**src/rtl/opdec_pkg.sv**
```systemverilog
package opdec_pkg;

  typedef enum logic [3:0] {
    CL_CTRL   = 4'd0,
    CL_LOAD   = 4'd1,
    CL_ALU    = 4'd2,
    CL_INCDEC = 4'd3,
    CL_STACK  = 4'd4,
    CL_JUMP   = 4'd5,
    CL_CALL   = 4'd6,
    CL_RET    = 4'd7,
    CL_RST    = 4'd8,
    CL_PREFIX = 4'd9
  } op_class_e;

  localparam int OP_W   = 8;
  localparam int REG_W  = 3;
  localparam int PAIR_W = 2;
  localparam int TM_W   = 2;

  localparam logic [REG_W-1:0]  REG_ACC = 3'd7;
  localparam logic [REG_W-1:0]  REG_IND = 3'd6;
  localparam logic [PAIR_W-1:0] PAIR_HL = 2'd2;
  localparam logic [PAIR_W-1:0] PAIR_SP = 2'd3;

  localparam logic [TM_W-1:0] TM_SHORT = 2'd0;
  localparam logic [TM_W-1:0] TM_MED   = 2'd1;
  localparam logic [TM_W-1:0] TM_LONG  = 2'd2;

  typedef struct packed {
    op_class_e          cls;
    logic [REG_W-1:0]   dst;
    logic [REG_W-1:0]   src;
    logic [PAIR_W-1:0]  pair;
    logic [2:0]         sub;
    logic               cen;
    logic [1:0]         cc;
    logic [1:0]         imm;
    logic               mem;
    logic               wide;
    logic               misc;
    logic               high;
    logic [2:0]         rst_idx;
    logic [TM_W-1:0]    tm;
    logic               ill;
  } dec_t;

  localparam int DEC_W = $bits(dec_t);

endpackage

```
**src/rtl/opdec_core.sv**
```systemverilog
module opdec_core
  import opdec_pkg::*;
(
  input  logic [OP_W-1:0] op,
  output dec_t            dec
);

  logic [1:0] fx;
  logic [2:0] fy;
  logic [2:0] fz;
  logic [1:0] fp;
  logic       fq;

  assign fx = op[7:6];
  assign fy = op[5:3];
  assign fz = op[2:0];
  assign fp = op[5:4];
  assign fq = op[3];

  always_comb begin
    dec = '0;
    case (fx)
      2'd0: begin
        case (fz)
          3'd0: begin
            case (fy)
              3'd0: dec.cls = CL_CTRL;
              3'd1: begin
                dec.cls  = CL_LOAD;
                dec.imm  = 2'd2;
                dec.mem  = 1'b1;
                dec.pair = PAIR_SP;
                dec.wide = 1'b1;
              end
              3'd2: begin
                dec.cls = CL_CTRL;
                dec.sub = 3'd1;
              end
              3'd3: begin
                dec.cls = CL_JUMP;
                dec.imm = 2'd1;
              end
              default: begin
                dec.cls = CL_JUMP;
                dec.imm = 2'd1;
                dec.cen = 1'b1;
                dec.cc  = fy[1:0];
              end
            endcase
          end
          3'd1: begin
            dec.pair = fp;
            dec.wide = 1'b1;
            if (!fq) begin
              dec.cls = CL_LOAD;
              dec.imm = 2'd2;
            end else begin
              dec.cls = CL_ALU;
            end
          end
          3'd2: begin
            dec.cls  = CL_LOAD;
            dec.pair = fp;
            dec.mem  = 1'b1;
            if (fq) dec.dst = REG_ACC;
            else    dec.src = REG_ACC;
          end
          3'd3: begin
            dec.cls  = CL_INCDEC;
            dec.pair = fp;
            dec.wide = 1'b1;
            dec.sub  = {2'b00, fq};
          end
          3'd4, 3'd5: begin
            dec.cls = CL_INCDEC;
            dec.dst = fy;
            dec.src = fy;
            dec.mem = (fy == REG_IND);
            dec.sub = {2'b00, fz[0]};
          end
          3'd6: begin
            dec.cls = CL_LOAD;
            dec.dst = fy;
            dec.imm = 2'd1;
            dec.mem = (fy == REG_IND);
          end
          default: begin
            dec.cls  = CL_ALU;
            dec.misc = 1'b1;
            dec.sub  = fy;
          end
        endcase
      end
      2'd1: begin
        if (fy == REG_IND && fz == REG_IND) begin
          dec.cls = CL_CTRL;
          dec.sub = 3'd2;
        end else begin
          dec.cls = CL_LOAD;
          dec.dst = fy;
          dec.src = fz;
          dec.mem = (fy == REG_IND) || (fz == REG_IND);
        end
      end
      2'd2: begin
        dec.cls = CL_ALU;
        dec.sub = fy;
        dec.dst = REG_ACC;
        dec.src = fz;
        dec.mem = (fz == REG_IND);
      end
      default: begin
        case (fz)
          3'd0: begin
            if (!fy[2]) begin
              dec.cls = CL_RET;
              dec.cen = 1'b1;
              dec.cc  = fy[1:0];
            end else begin
              case (fy[1:0])
                2'd0: begin
                  dec.cls  = CL_LOAD;
                  dec.src  = REG_ACC;
                  dec.imm  = 2'd1;
                  dec.mem  = 1'b1;
                  dec.high = 1'b1;
                end
                2'd1: begin
                  dec.cls  = CL_ALU;
                  dec.wide = 1'b1;
                  dec.pair = PAIR_SP;
                  dec.imm  = 2'd1;
                end
                2'd2: begin
                  dec.cls  = CL_LOAD;
                  dec.dst  = REG_ACC;
                  dec.imm  = 2'd1;
                  dec.mem  = 1'b1;
                  dec.high = 1'b1;
                end
                default: begin
                  dec.cls  = CL_LOAD;
                  dec.wide = 1'b1;
                  dec.pair = PAIR_SP;
                  dec.imm  = 2'd1;
                end
              endcase
            end
          end
          3'd1: begin
            if (!fq) begin
              dec.cls  = CL_STACK;
              dec.sub  = 3'd1;
              dec.pair = fp;
            end else begin
              case (fp)
                2'd0: dec.cls = CL_RET;
                2'd1: begin
                  dec.cls = CL_RET;
                  dec.sub = 3'd1;
                end
                2'd2: begin
                  dec.cls  = CL_JUMP;
                  dec.pair = PAIR_HL;
                end
                default: begin
                  dec.cls  = CL_LOAD;
                  dec.wide = 1'b1;
                  dec.pair = PAIR_SP;
                end
              endcase
            end
          end
          3'd2: begin
            if (!fy[2]) begin
              dec.cls = CL_JUMP;
              dec.imm = 2'd2;
              dec.cen = 1'b1;
              dec.cc  = fy[1:0];
            end else begin
              dec.cls  = CL_LOAD;
              dec.mem  = 1'b1;
              dec.high = !fy[0];
              dec.imm  = fy[0] ? 2'd2 : 2'd0;
              if (fy[1]) dec.dst = REG_ACC;
              else       dec.src = REG_ACC;
            end
          end
          3'd3: begin
            case (fy)
              3'd0: begin
                dec.cls = CL_JUMP;
                dec.imm = 2'd2;
              end
              3'd1: dec.cls = CL_PREFIX;
              3'd6: begin
                dec.cls = CL_CTRL;
                dec.sub = 3'd3;
              end
              3'd7: begin
                dec.cls = CL_CTRL;
                dec.sub = 3'd4;
              end
              default: dec.ill = 1'b1;
            endcase
          end
          3'd4: begin
            if (!fy[2]) begin
              dec.cls = CL_CALL;
              dec.imm = 2'd2;
              dec.cen = 1'b1;
              dec.cc  = fy[1:0];
            end else begin
              dec.ill = 1'b1;
            end
          end
          3'd5: begin
            if (!fq) begin
              dec.cls  = CL_STACK;
              dec.pair = fp;
            end else if (fp == 2'd0) begin
              dec.cls = CL_CALL;
              dec.imm = 2'd2;
            end else begin
              dec.ill = 1'b1;
            end
          end
          3'd6: begin
            dec.cls = CL_ALU;
            dec.sub = fy;
            dec.dst = REG_ACC;
            dec.imm = 2'd1;
          end
          default: begin
            dec.cls     = CL_RST;
            dec.rst_idx = fy;
          end
        endcase
      end
    endcase
  end

endmodule

```
**src/rtl/opdec_timing.sv**
```systemverilog
module opdec_timing
  import opdec_pkg::*;
(
  input  op_class_e       cls,
  input  logic [1:0]      imm,
  input  logic            mem,
  input  logic            wide,
  output logic [TM_W-1:0] tm
);

  logic is_flow;

  assign is_flow = (cls == CL_STACK) || (cls == CL_JUMP) || (cls == CL_CALL) ||
                   (cls == CL_RET)   || (cls == CL_RST);

  always_comb begin
    if (is_flow || imm == 2'd2)            tm = TM_LONG;
    else if (mem || imm == 2'd1 || wide)   tm = TM_MED;
    else                                   tm = TM_SHORT;
  end

endmodule

```
**src/rtl/opdec_stage.sv**
```systemverilog
module opdec_stage #(
  parameter int W       = 8,
  parameter bit REG_OUT = 1'b1
) (
  input  logic         clk,
  input  logic         rst_n,
  input  logic         in_valid,
  output logic         in_ready,
  input  logic [W-1:0] in_d,
  output logic         out_valid,
  input  logic         out_ready,
  output logic [W-1:0] out_d
);

  generate
    if (REG_OUT) begin : g_reg
      logic         vld_q;
      logic [W-1:0] dat_q;

      always_ff @(posedge clk or negedge rst_n) begin
        if (!rst_n) begin
          vld_q <= 1'b0;
          dat_q <= '0;
        end else if (in_ready) begin
          vld_q <= in_valid;
          if (in_valid) dat_q <= in_d;
        end
      end

      assign in_ready  = !vld_q || out_ready;
      assign out_valid = vld_q;
      assign out_d     = dat_q;

      AST_STALL_HOLD: assert property (@(posedge clk) disable iff (!rst_n)
        out_valid && !out_ready |=> out_valid && $stable(out_d));

      AST_TAKE_SHOWS: assert property (@(posedge clk) disable iff (!rst_n)
        in_valid && in_ready |=> out_valid);
    end else begin : g_thru
      assign in_ready  = out_ready;
      assign out_valid = in_valid;
      assign out_d     = in_d;
    end
  endgenerate

endmodule

```
**src/rtl/opdec_top.sv**
```systemverilog
module opdec_top
  import opdec_pkg::*;
#(
  parameter bit REG_OUT = 1'b1
) (
  input  logic        clk,
  input  logic        rst_n,
  input  logic        in_valid,
  output logic        in_ready,
  input  logic [7:0]  in_op,
  output logic        out_valid,
  input  logic        out_ready,
  output logic [3:0]  out_cls,
  output logic [2:0]  out_dst,
  output logic [2:0]  out_src,
  output logic [1:0]  out_pair,
  output logic [2:0]  out_sub,
  output logic        out_cond_en,
  output logic [1:0]  out_cond,
  output logic [1:0]  out_imm_len,
  output logic        out_mem,
  output logic        out_wide,
  output logic        out_acc_misc,
  output logic        out_high_page,
  output logic [7:0]  out_rst_vec,
  output logic [1:0]  out_timing,
  output logic        out_illegal
);

  dec_t            core_dec;
  dec_t            full_dec;
  dec_t            held;
  logic [TM_W-1:0] tm_w;
  logic [DEC_W-1:0] bus_out;

  opdec_core u_core (
    .op  (in_op),
    .dec (core_dec)
  );

  opdec_timing u_timing (
    .cls  (core_dec.cls),
    .imm  (core_dec.imm),
    .mem  (core_dec.mem),
    .wide (core_dec.wide),
    .tm   (tm_w)
  );

  always_comb begin
    full_dec    = core_dec;
    full_dec.tm = tm_w;
  end

  opdec_stage #(.W(DEC_W), .REG_OUT(REG_OUT)) u_stage (
    .clk       (clk),
    .rst_n     (rst_n),
    .in_valid  (in_valid),
    .in_ready  (in_ready),
    .in_d      (full_dec),
    .out_valid (out_valid),
    .out_ready (out_ready),
    .out_d     (bus_out)
  );

  assign held          = dec_t'(bus_out);
  assign out_cls       = held.cls;
  assign out_dst       = held.dst;
  assign out_src       = held.src;
  assign out_pair      = held.pair;
  assign out_sub       = held.sub;
  assign out_cond_en   = held.cen;
  assign out_cond      = held.cc;
  assign out_imm_len   = held.imm;
  assign out_mem       = held.mem;
  assign out_wide      = held.wide;
  assign out_acc_misc  = held.misc;
  assign out_high_page = held.high;
  assign out_rst_vec   = {2'b00, held.rst_idx, 3'b000};
  assign out_timing    = held.tm;
  assign out_illegal   = held.ill;

  AST_ILLEGAL_QUIET: assert property (@(posedge clk) disable iff (!rst_n)
    out_valid && out_illegal |-> out_cls == 4'd0 && out_imm_len == 2'd0 && !out_mem);

  AST_MEM_SLOWER: assert property (@(posedge clk) disable iff (!rst_n)
    out_valid && out_mem |-> out_timing != TM_SHORT);

  AST_COND_ON_FLOW: assert property (@(posedge clk) disable iff (!rst_n)
    out_valid && out_cond_en |-> out_cls == 4'd5 || out_cls == 4'd6 || out_cls == 4'd7);

  AST_PREFIX_BARE: assert property (@(posedge clk) disable iff (!rst_n)
    out_valid && out_cls == 4'd9 |-> out_imm_len == 2'd0 && !out_illegal);

  AST_RST_ALIGNED: assert property (@(posedge clk) disable iff (!rst_n)
    out_valid && out_cls == 4'd8 |-> out_rst_vec[2:0] == 3'd0 && out_timing == TM_LONG);

  AST_NO_IMM3: assert property (@(posedge clk) disable iff (!rst_n)
    out_valid |-> out_imm_len != 2'd3);

endmodule

```
**config.mk**
```make
export PLATFORM = sky130hd
export DESIGN_NAME = opdec_top
export DESIGN_NICKNAME = d
export VERILOG_FILES = /design/src/rtl/opdec_pkg.sv /design/src/rtl/opdec_core.sv /design/src/rtl/opdec_timing.sv /design/src/rtl/opdec_stage.sv /design/src/rtl/opdec_top.sv
export SDC_FILE = /design/constraint.sdc
export NUM_CORES = 1
export LEC_CHECK = 0
export BUFFER_PORTS_ARGS = -buffer_cell sky130_fd_sc_hd__buf_2
export CORE_MARGIN = 2
export CORE_UTILIZATION = 49
export CTS_BUF_LIST = sky130_fd_sc_hd__clkbuf_2 sky130_fd_sc_hd__clkbuf_4 sky130_fd_sc_hd__clkbuf_8
export DETAILED_ROUTE_END_ITERATION = 16
export GPL_TIMING_DRIVEN = 0
export PLACE_DENSITY_LB_ADDON = 0.25
export SETUP_SLACK_MARGIN = 0.15
export SLEW_MARGIN = 20
export SYNTH_ARGS = -nofsm -noshare
export SYNTH_HDL_FRONTEND = slang
export SYNTH_SLANG_ARGS = --single-unit
```
**constraint.sdc**
```tcl
create_clock -name clk -period 1.5 [get_ports clk]
set_clock_uncertainty 0.2 [all_clocks]
set_input_delay 0.375 -clock clk [delete_from_list [all_inputs] [get_ports clk]]
set_output_delay 0.375 -clock clk [all_outputs]
set_load 0.03 [all_outputs]
```
==> metrics.yaml, run 1 <==
yosys:
  synthCells: 283
  synth-compound-area-share_pct: 27.04
  yosysUniqueCellTypes: 54
  avgSynthCellArea_sq_um: 7.587
  synthSimpleGateAreaFrac_pct: 26.46
  synth_xor_area_share_pct: 0.8159
  synthAdderAreaFrac_pct: 0.5828
  synth-edff-count: 0
  synth_top_family_by_area: "compound AO/OA/AOI/OAI gates"
  syn_area_sq_um: 2147
  synth_mux_area_share_pct: 0.5245
  yosys_warnings: 0
  synthArstFlopShare_pct: 100.0
  ys_seq_elements: 31
  synth_ff_type: "dfrtp_1"
  yosysSeqAreaShare_pct: 36.13
placed_design:
  gp_congestion: 0.9909
  dpl.hpwl_um: 4979
  numPortBuffers: 41
  placed_area_sq_um: 2654
die:
  chipHeight_um: 70.20
  num_rows: 24
  start_util_pct: 50.00
  chipWidth_um: 70.20
  ios: 49
status:
  status: "stopped before the end"
  error: "[ERROR DPL-0033] detailed placement checks failed during check placement."
  failed_stage: "5_1_grt"
timing:
  worstEndpointGrtRepair: "u_stage.out_d[1]$_DFFE_PN0P_/D"
  worst-ep-kind: "sequential cell input"
global_routing:
  antenna_found_initial: 0
  grt_max_degree: 32
clocking:
  numCtsBuffers: 5
  cts.sinks: 31
  htree_levels: 2
  clk_path_buf_depth: 2
  root_buffer: "clkbuf_8"
==> synthesized netlist by cell type, types with 4 or more instances <==
cell | number | area share [%]
a21oi_1 | 19 | 4.4
a31oi_1 | 4 | 1.2
buf_2 | 13 | 3.0
buf_4 | 5 | 1.7
clkbuf_1 | 10 | 1.7
dfrtp_1 | 31 | 36
inv_1 | 6 | 1.0
nand2_1 | 51 | 8.9
nand2b_1 | 10 | 2.9
nand3_1 | 5 | 1.2
nor2_1 | 25 | 4.4
nor2b_1 | 7 | 2.0
nor3_1 | 4 | 0.93
o21ai_0 | 32 | 7.5
o31ai_1 | 4 | 1.4
==> logic make-up after synthesis <==
family	Yosys count
simple gates	119
fa+ha+maj	1
other cells	1
flops	31
mux	1
compound gates	92
buf+inv	36
xor+xnor	2
==> timing repair <==
item	4_1_cts
gates cloned	0
setup buffers	45
pin swaps	46
hold endpoints to repair	31
endpoints found under the setup margin	59
resized for setup	164
==> through the flow <==
stage	TNS (ps)	worst slack [ps]	utilization, %	instances
after CTS	-1599	-308.8	85.26	433
after detailed placement	-10040	-680.9	61.80	380
after global placement	-9635	-674.4	61.80	380
after floorplan	-2972	-381.3	-	287
==> run 2, diff against run 1 <==
--- a/config.mk
+++ b/config.mk
@@ -7,12 +7,10 @@
 export LEC_CHECK = 0
 export BUFFER_PORTS_ARGS = -buffer_cell sky130_fd_sc_hd__buf_2
 export CORE_MARGIN = 2
-export CORE_UTILIZATION = 49
-export CTS_BUF_LIST = sky130_fd_sc_hd__clkbuf_2 sky130_fd_sc_hd__clkbuf_4 sky130_fd_sc_hd__clkbuf_8
+export CORE_UTILIZATION = 34
 export DETAILED_ROUTE_END_ITERATION = 16
 export GPL_TIMING_DRIVEN = 0
-export PLACE_DENSITY_LB_ADDON = 0.25
-export SETUP_SLACK_MARGIN = 0.15
+export PLACE_DENSITY_LB_ADDON = 0.15
 export SLEW_MARGIN = 20
 export SYNTH_ARGS = -nofsm -noshare
 export SYNTH_HDL_FRONTEND = slang
==> constraint.sdc (replaced) <==
create_clock -name clk -period 1.95 [get_ports clk]
set_clock_uncertainty 0.2 [all_clocks]
set_input_delay 0.4875 -clock clk [delete_from_list [all_inputs] [get_ports clk]]
set_output_delay 0.4875 -clock clk [all_outputs]
set_load 0.03 [all_outputs]
==> run 2 against run 1 <==
Effect of this change:
- the flow now finishes without violations
- synthesized cell count unchanged
- synthesized area did not move
==> metrics.yaml, run 2 <==
status:
  status: "finished, final reports clean"  # was stopped before the end
die:
  ios: 49  # unchanged
  chipWidth_um: 83.47  # was 70.20 um
  dieArea_sq_um: 6966
  core-area_sq_um: 6026
  chipHeight_um: 83.47  # was 70.20 um
  start_util_pct: 35.63  # was 50.00%
  num_rows: 28  # was 24
final_layout:
  final_cell_mix: "nand2_1 (50), buf_2 (45), dfrtp_1 (31), o21ai_0 (30), nor2_1 (24)"
  final_common_cell: "nand2_1"
  area_growth_pct: 22.90
  layout-drive-gt1-share_pct: 25.30
  antennaDiodeCount: 0
  fin_nets: 349
  largest_reg_flops: 30
clocking:
  cts.sinks: 31  # unchanged
  cts_tree: "done"
  numCtsBuffers: 5  # unchanged
  root_buffer: "clkbuf_8"  # unchanged
  clock_latency_ps: 280
  path_clk_slew_ps: 60
  clk_path_buf_depth: 2  # unchanged
  holdBufCountCts: 0
  htree_levels: 2  # unchanged
job:
  cap_violations: 0
timing:
  fmax_ghz: 0.5306
  finalHoldViolCount: 0
  layout_min_cycle_time_ps: 1885
  setup_viol: 0
  tightest_slew_ps: 740.4
  whs_ps: 61.00
  rsz0062_at_grt: "false"
  drv_slew: 0
  slew_headroom_pct: 50.64
  period_share_pct: 96.65
  tns_ps: 0
global_routing:
  use_met2_pct: 34.53
  grt_max_degree: 32
  grt_pass1_wl_um: 11830
  grt_util_met1_pct: 28.35
  grt_busiest_layer: "met2"
  grt_usage_pct: 21.21
  grt_overflow_total: 0
  antenna_found_initial: 0
  use_met3_pct: 3.759
  first_global_vias: 2229
yosys:
  synthCells: 283  # unchanged
  synth_ff_type: "dfrtp_1"  # unchanged
  synthArstFlopShare_pct: 100.0  # unchanged
  synthTopCellsByArea: "dfrtp_1 (36%), nand2_1 (8.9%), o21ai_0 (7.5%), a21oi_1 (4.4%), nor2_1 (4.4%)"  # unchanged
  yosysMostFrequentCell: "nand2_1"  # unchanged
  yosysSeqAreaShare_pct: 36.13  # unchanged
  synthTopCellsByCount: "nand2_1 (51), o21ai_0 (32), dfrtp_1 (31)"  # unchanged
  synth.top_cell.area_share_pct: 36.13  # unchanged
  synth.largest_area_cell: "dfrtp_1"  # unchanged
  yosys_warnings: 0  # unchanged
  syn_area_sq_um: 2147  # unchanged
  ys_seq_elements: 31  # unchanged
  synth-edff-count: 0  # unchanged
  avgSynthCellArea_sq_um: 7.587  # unchanged
  yosysUniqueCellTypes: 54  # unchanged
placed_design:
  gp_congestion: 0.9499  # was 0.9909
  dpl.hpwl_um: 5310  # was 4979 um
  numPortBuffers: 41  # unchanged
pwr:
  powerDensity_nw_per_um2: 691.9
  p_leak_nw: 1.222
  ir_drop_mv: 0.3029
  total_power_w: 0.001826
critical_path:
  crit_required_ps: 1970
  cp_max_fo: 11
  critPathLaunch: "in_op[2]"
  crit_arrival_ps: 1900
  start_kind: "input pin"
  cp-end-kind: "flop"
  r2r-start: "u_stage.out_valid$_DFFE_PN0N_"
  crit_type: "input pin to flop"
detailed_routing:
  finalWirelength_um: 7121
  drc: 0
  ant_nets: 0
  drtIter0Drc: 256
  drt-pass1-iter-count: 5
  avgRoutedWirePerCell_um: 17.33
  vias: 2282
  routed_via_density: 5.552
worst_hold_path:
  hp-class: "input pin to asynchronous set/reset pin"
-- run 2: worst paths after layout --
kind	cells past startpoint	slack [ps]	to
setup / recovery	10	70	u_stage.out_d[1]$_DFFE_PN0P_
setup reg to reg	5	200	u_stage.out_d[24]$_DFFE_PN0P_
hold / removal	1	60	u_stage.out_d[24]$_DFFE_PN0P_
hold reg to reg	2	270	u_stage.out_d[8]$_DFFE_PN0P_
min in group clk	2	230	u_stage.out_valid$_DFFE_PN0N_
max in group asynchronous	1	1020	u_stage.out_d[22]$_DFFE_PN0P_
-- run 2: cells by family after synthesis --
logic type      share of synthesized area (%)
mux                                    0.5244
buf+inv                                 8.275
other cells                            0.1747
fa+ha+maj                              0.5827
compound gates                          27.04
simple gates                            26.46
xor+xnor                               0.8160
flops                                   36.13
-- run 2: worst max-delay path, cell delays in order --
cell and delay [ps]:
buf_4 150, and3b_1 170, clkbuf_4 170, ha_4 270, inv_1 30, o21ai_0 140
a21oi_1 70, nor3_2 220, nor2_1 80, o21ai_2 110
-- run 2: stage by stage --
| step | cells | util, % | instance area, sq um | setup slack, ps |
|---|---|---|---|---|
| global route | 411 | 43.79 | 2639 | 1.454 |
| global placement | 403 | 41.28 | 2487 | -484.2 |
| finish | 411 | 43.79 | 2639 | 65.41 |
| detailed placement | 403 | 41.28 | 2487 | -471.0 |
| floorplan | 287 | - | 2188 | -47.86 |
| CTS | 410 | 43.04 | 2594 | 8.781 |
-- run 2: where the power goes --
group          internal (W)  switching (W)
Clock              0.000276       0.000241
Sequential         0.000703      0.0000287
Combinational      0.000182       0.000395
Total               0.00116       0.000664
-- run 2: area by class of cell --
| cell class | count | area [sq um] |
|---|---|---|
| buffer | 29 | 187.7 |
| clock buffer | 6 | 82.58 |
| clock inverter | 1 | 5.005 |
| fill | 635 | 3387 |
| inverter | 6 | 22.52 |
| multi-input combinational | 220 | 1246 |
| sequential | 31 | 775.7 |
| tap | 75 | 93.84 |
| timing repair buffer | 43 | 225.2 |
-- run 2: repair_timing --
item                       4_1_cts  5_1_grt
pin swaps                        2        3
setup endpoints to repair        8       11
resized for setup                7       18
hold endpoints to repair         0        0
buffers inserted                 1        1
-- run 2: routing by layer --
metal	routed length (um)	share of wire (%)	vias up
met2	3116	44	121
met5	0	0	-
met1	3188	45	1047
met3	617	8.7	20
li1	-	-	1094
met4	199	2.8	0
Power figures use the tool's default switching activity.
==> run 3, diff against run 2 <==
--- a/config.mk
+++ b/config.mk
@@ -6,9 +6,9 @@
 export NUM_CORES = 1
 export LEC_CHECK = 0
 export BUFFER_PORTS_ARGS = -buffer_cell sky130_fd_sc_hd__buf_2
-export CORE_MARGIN = 2
 export CORE_UTILIZATION = 34
 export DETAILED_ROUTE_END_ITERATION = 16
+export GPL_ROUTABILITY_DRIVEN = 0
 export GPL_TIMING_DRIVEN = 0
 export PLACE_DENSITY_LB_ADDON = 0.15
 export SLEW_MARGIN = 20
==> run 3 against run 2 <==
Effect of this change:
- the run now ends with negative setup slack left
- first-iteration DRC count fell by 19%
- sequential power barely moved
- worst hold slack worse by 13 ps
- worst setup slack lost 72 ps
- largest power group unchanged
- non-clock buffer count is 1 higher
- sequential cell count unchanged
- maximum frequency fell by 3.7%
- cell area decreased by 0.52%
- total power fell by 1.5%
==> metrics.yaml, run 3 (synthesis gave the netlist of run 2 again) <==
detailed_routing:
  routed_via_density: 5.539  # was 5.552
  avgRoutedWirePerCell_um: 16.27  # was 17.33 um
  finalWirelength_um: 6703  # was 7121 um
  drc: 0  # unchanged
  vias: 2282  # unchanged
  drt-pass1-iter-count: 5  # unchanged
  ant_nets: 0  # unchanged
  drtIter0Drc: 207  # was 256
pwr:
  p_leak_nw: 1.217  # was 1.222 nW
  powerDensity_nw_per_um2: 684.9  # was 691.9 nW/um^2
  total_power_w: 0.001798  # was 0.001826 W
  ir_drop_mv: 0.4440  # was 0.3029 mV
status:
  violations: "negative setup slack"
  status: "finished with violations"  # was finished, final reports clean
final_layout:
  area_growth_pct: 22.26  # was 22.90%
  antennaDiodeCount: 0  # unchanged
  final_cell_mix: "nand2_1 (50), buf_2 (48), o21ai_0 (32), dfrtp_1 (31), nor2_1 (24)"  # was nand2_1 (50), buf_2 (45), dfrtp_1 (31), o21ai_0 (30), nor2_1 (24)
  fin_nets: 350  # was 349
  layout-drive-gt1-share_pct: 25.22  # was 25.30%
  fin_util_pct: 43.82  # was 43.79%
  largest_reg_flops: 30  # unchanged
  nFillCells: 633  # was 635
  final_common_cell: "nand2_1"  # unchanged
clocking:
  root_buffer: "clkbuf_8"  # unchanged
  clk_path_buf_depth: 2  # unchanged
  htree_levels: 2  # unchanged
  numCtsBuffers: 5  # unchanged
  holdBufCountCts: 0  # unchanged
  cts_tree: "done"  # unchanged
  path_clk_slew_ps: 60  # about the same
  clock_latency_ps: 280  # about the same
  cts.sinks: 31  # unchanged
placed_design:
  dpl_worst_slack_ps: -463.1  # was -471.0 ps
  numPortBuffers: 41  # unchanged
  dpl.hpwl_um: 4995  # was 5310 um
global_routing:
  grt_max_degree: 32  # unchanged
  grt_usage_pct: 21.52  # was 21.21%
  first_global_vias: 2149  # was 2229
  antenna_found_initial: 0  # unchanged
  grt_pass1_wl_um: 10630  # was 11830 um
  grt_overflow_total: 0  # unchanged
worst_hold_path:
  hp-class: "input pin to asynchronous set/reset pin"  # unchanged
die:
  chipHeight_um: 81.47  # was 83.47 um
  num_rows: 28  # unchanged
  core-area_sq_um: 5991  # was 6026 sq um
  ios: 49  # unchanged
  chipWidth_um: 81.47  # was 83.47 um
  start_util_pct: 35.84  # was 35.63%
  dieArea_sq_um: 6637  # was 6966 sq um
timing:
  slew_headroom_pct: 54.57  # was 50.64%
  drv_slew: 0  # unchanged
  rsz0062_at_grt: "true"  # was false
  layout_min_cycle_time_ps: 1957  # was 1885 ps
  tightest_slew_ps: 681.5  # was 740.4 ps
  setup_viol: 1  # was 0
  fmax_ghz: 0.5110  # was 0.5306 GHz
  finalHoldViolCount: 0  # unchanged
  fin_ws_ps: -7.060  # was 65.41 ps
  period_share_pct: 100.4  # was 96.65%
critical_path:
  start_kind: "input pin"  # unchanged
  crit_type: "input pin to flop"  # unchanged
  cp_max_fo: 10  # was 11
  critical_path.max_stage_delay_ps: 280  # was 270 ps
  cpMaxStageDelayCell: "mux2_2"  # was ha_4
  cp-end-kind: "flop"  # unchanged
  crit_chain: "buf_2 -> buf_2 -> nand2b_2 -> a21oi_1 -> o211ai_1 -> and3_1 -> nand3_1 -> mux2_2"  # was buf_4 -> and3b_1 -> clkbuf_4 -> ha_4 -> inv_1 -> o21ai_0 -> a21oi_1 -> nor3_2 -> nor2_1 -> o21ai_2
  cp_common_cell: "buf_2"
  crit_required_ps: 1910  # was 1970 ps
  crit_arrival_ps: 1920  # was 1900 ps
job:
  cap_violations: 0  # unchanged
## run 3: changes by cell type in the layout (fill, tap and decap cells not counted), sizes merged
cell,change
buf,+3
clkbuf,-2
## run 3: worst paths after layout
path                                                from                             to  slack (ps)  cells after the start
max                                             in_op[1]   u_stage.out_d[2]$_DFFE_PN0P_          -7                      8
min                                                rst_n   u_stage.out_d[0]$_DFFE_PN0P_          50                      1
max reg2reg                u_stage.out_valid$_DFFE_PN0N_  u_stage.out_d[22]$_DFFE_PN0P_         170                      4
min reg2reg                u_stage.out_d[10]$_DFFE_PN0P_  u_stage.out_d[10]$_DFFE_PN0P_         270                      2
max in group asynchronous                          rst_n  u_stage.out_d[16]$_DFFE_PN0P_        1060                      1
min in group clk                                in_valid  u_stage.out_valid$_DFFE_PN0N_         220                      2
## run 3: timing repair
action                                  in CTS  in global routing
buffers inserted                             1                  2
gates resized for setup                      5                 13
endpoints found under the setup margin       7                 18
pin swaps                                    1                  2
## run 3: layout make-up
cell class / count / area (sq um) / share of cell area [%]
clock buffer: 6 / 82.58 / 3.146
tap: 75 / 93.84 / 3.575
timing repair buffer: 44 / 232.7 / 8.866
sequential: 31 / 775.7 / 29.55
inverter: 6 / 22.52 / 0.8580
buffer: 29 / 180.2 / 6.864
clock inverter: 1 / 5.005 / 0.1907
multi-input combinational: 220 / 1232 / 46.95
## run 3: critical path, delay by kind of cell
kind            cells  cell delay (ps)
simple gates        3              620
buf+inv             2              290
mux                 1              280
compound gates      2              250
## run 3: per-stage QoR
| stage | instances | hold WS, ps | TNS [ps] | cell area (sq um) |
|---|---|---|---|---|
| after floorplan | 287 | -8.091 | -84.20 | 2188 |
| after global placement | 403 | 253.7 | -6222 | 2487 |
| after detailed placement | 403 | 259.7 | -5725 | 2487 |
| after CTS | 410 | 85.42 | 0 | 2591 |
| after global routing | 412 | 112.5 | -133.0 | 2625 |
| final | 412 | 47.59 | -7.060 | 2625 |
## run 3: power breakdown
group	switching (W)	internal [W]
clock network	0.000223	0.000276
logic	0.000387	0.000180
registers	0.0000280	0.000703
## run 3: per-layer routing
layer	GRT usage [%]	vias up	share of wire [%]
li1	-	1090	-
met1	28.62	1052	44
met2	32.67	122	44
met3	5.222	18	8.0
met4	10.00	0	3.3
met5	0	-	0
==> run 4, diff against run 3 <==
--- a/config.mk
+++ b/config.mk
@@ -6,7 +6,7 @@
 export NUM_CORES = 1
 export LEC_CHECK = 0
 export BUFFER_PORTS_ARGS = -buffer_cell sky130_fd_sc_hd__buf_2
-export CORE_UTILIZATION = 34
+export CORE_UTILIZATION = 40
 export DETAILED_ROUTE_END_ITERATION = 16
 export GPL_ROUTABILITY_DRIVEN = 0
 export GPL_TIMING_DRIVEN = 0
==> run 4 against run 3 <==
Effect of this change:
- the run now ends clean
- critical path depth is 3 higher
- combinational power is 2% higher
- worst setup slack better by 47 ps
- via count is 2.2% higher
- global-route usage is 2.6 points higher
- cell area is 0.67% higher
- register-to-register slack hardly changed
- total power is 0.96% lower
- first-iteration DRC count is 23% higher
- sequential share of layout area is 0.20 points lower
- count of clock-buffer cells in the layout is 1 higher
- largest cell class unchanged
- largest power group unchanged
==> metrics.yaml, run 4 (synthesis gave the netlist of run 2 again) <==
detailed_routing:
  drt-pass1-iter-count: 5  # unchanged
  vias: 2333  # was 2282
  drc: 0  # unchanged
  ant_nets: 0  # unchanged
  avgRoutedWirePerCell_um: 15.93  # was 16.27 um
  finalWirelength_um: 6500  # was 6703 um
  drtIter0Drc: 255  # was 207
  routed_via_density: 5.718  # was 5.539
timing:
  tightest_slew_ps: 669.1  # was 681.5 ps
  setup_viol: 0  # was 1
  finalHoldViolCount: 0  # unchanged
  fmax_ghz: 0.5235  # was 0.5110 GHz
  period_share_pct: 97.97  # was 100.4%
  drv_slew: 0  # unchanged
  rsz0062_at_grt: "true"  # unchanged
  layout_min_cycle_time_ps: 1910  # was 1957 ps
  slew_headroom_pct: 55.40  # was 54.57%
clocking:
  path_clk_slew_ps: 60  # about the same
  htree_levels: 2  # unchanged
  cts_tree: "done"  # unchanged
  clock_latency_ps: 280  # about the same
  holdBufCountCts: 0  # unchanged
  cts.sinks: 31  # unchanged
  clk_path_buf_depth: 2  # unchanged
  numCtsBuffers: 5  # unchanged
  root_buffer: "clkbuf_8"  # unchanged
final_layout:
  nFillCells: 545  # was 633
  antennaDiodeCount: 0  # unchanged
  final_common_cell: "nand2_1"  # unchanged
  fin_nets: 350  # unchanged
  largest_reg_flops: 30  # unchanged
  final_cell_mix: "nand2_1 (49), buf_2 (47), o21ai_0 (31), dfrtp_1 (31), nor2_1 (24)"  # was nand2_1 (50), buf_2 (48), o21ai_0 (32), dfrtp_1 (31), nor2_1 (24)
  stdcell_count: 408  # was 412
  regArea_sq_um: 775.7  # unchanged
  area_growth_pct: 23.08  # was 22.26%
  layout-drive-gt1-share_pct: 26.04  # was 25.22%
  fin_util_pct: 51.41  # was 43.82%
  multi_input_comb_area_sq_um: 1260  # was 1232 sq um
global_routing:
  first_global_vias: 2077  # was 2149
  grt_usage_pct: 24.08  # was 21.52%
  grt_overflow_total: 0  # unchanged
  grt_max_degree: 32  # unchanged
  antenna_found_initial: 0  # unchanged
  grt_pass1_wl_um: 10140  # was 10630 um
placed_design:
  placedCellCount: 398  # was 403
  numPortBuffers: 41  # unchanged
  dpl.hpwl_um: 4719  # was 4995 um
die:
  chipHeight_um: 75.27  # was 81.47 um
  dieArea_sq_um: 5665  # was 6637 sq um
  start_util_pct: 41.77  # was 35.84%
  num_rows: 26  # was 28
  core-area_sq_um: 5140  # was 5991 sq um
  ios: 49  # unchanged
  chipWidth_um: 75.27  # was 81.47 um
critical_path:
  cp_max_fo: 10  # unchanged
  critPathBufInv: 5  # was 2
  crit_family: "buffers and inverters"  # was simple AND/OR/NAND/NOR gates
  cp-end-kind: "flop"  # unchanged
  crit_chain: "buf_4 -> buf_8 -> nand3b_1 -> inv_2 -> ha_4 -> inv_1 -> o21ai_1 -> a21oi_1 -> nor3_2 -> buf_4 -> a21o_1"  # was buf_2 -> buf_2 -> nand2b_2 -> a21oi_1 -> o211ai_1 -> and3_1 -> nand3_1 -> mux2_2
  cpMaxStageDelayCell: "ha_4"  # was mux2_2
  critical_path.max_stage_delay_ps: 260  # was 280 ps
  crit_type: "input pin to flop"  # unchanged
  crit_arrival_ps: 1930  # was 1920 ps
  crit_required_ps: 1970  # was 1910 ps
  start_kind: "input pin"  # unchanged
  cp_common_cell: "buf_4"  # was buf_2
pwr:
  powerDensity_nw_per_um2: 673.8  # was 684.9 nW/um^2
  ir_drop_mv: 0.5160  # was 0.4440 mV
  p_leak_nw: 1.226  # was 1.217 nW
job:
  cap_violations: 0  # unchanged
status:
  status: "finished, final reports clean"  # was finished with violations
worst_hold_path:
  hp-class: "input pin to asynchronous set/reset pin"  # unchanged
## run 4: power breakdown
group          switching (W)  internal [W]
sequential         0.0000283      0.000703
combinational       0.000392      0.000184
clock               0.000223      0.000250
total               0.000643       0.00114
## run 4: path summary, 6_finish.rpt
path | startpoint | endpoint | slack, ps | depth (start not counted)
max in group asynchronous | rst_n | u_stage.out_d[22]$_DFFE_PN0P_ | 1070 | 1
hold reg to reg | u_stage.out_d[17]$_DFFE_PN0P_ | u_stage.out_d[17]$_DFFE_PN0P_ | 270 | 2
setup / recovery | in_op[4] | u_stage.out_d[9]$_DFFE_PN0P_ | 40 | 11
hold / removal | rst_n | u_stage.out_d[29]$_DFFE_PN0P_ | 40 | 1
min in group clk | in_valid | u_stage.out_valid$_DFFE_PN0N_ | 230 | 2
setup reg to reg | u_stage.out_valid$_DFFE_PN0N_ | u_stage.out_d[22]$_DFFE_PN0P_ | 170 | 5
## run 4: layer usage
layer	part of all wire, %	global-route usage, %	up-vias
met1	44	32.36	1063
met2	43	37.24	145
met4	3.6	11.11	0
met3	9.2	5.087	27
met5	0	0	-
li1	-	-	1098
## run 4: cell type report
cell class,count,area share (%)
multi-input cells,220,47.68
clock buffers,7,2.888
repair buffers,44,8.807
flip-flops and latches,31,29.36
clock inverters,1,0.1894
inverters,6,0.8523
well taps,70,3.314
plain buffers,29,6.913
## run 4: stage by stage
| step | hold slack, ps | total power (W) | worst slack, ps | area [sq um] | setup TNS, ps |
|---|---|---|---|---|---|
| after floorplan | -8.091 | 0.001129 | -47.86 | 2188 | -84.20 |
| after CTS | 69.79 | 0.001773 | 3.030 | 2580 | 0 |
| after global routing | 100.3 | 0.001872 | -25.94 | 2643 | -63.40 |
| final | 41.79 | 0.001781 | 39.64 | 2643 | 0 |
| after global placement | 253.1 | 0.001292 | -443.6 | 2481 | -5926 |
| after detailed placement | 265.6 | 0.001292 | -473.8 | 2481 | -5655 |
## run 4: timing repair
action                                  4_1_cts  5_1_grt
gates resized for setup                       7       17
endpoints found under the setup margin       10       12
cloned                                        0        0
pin swaps                                     1        6
setup buffers                                 1        2
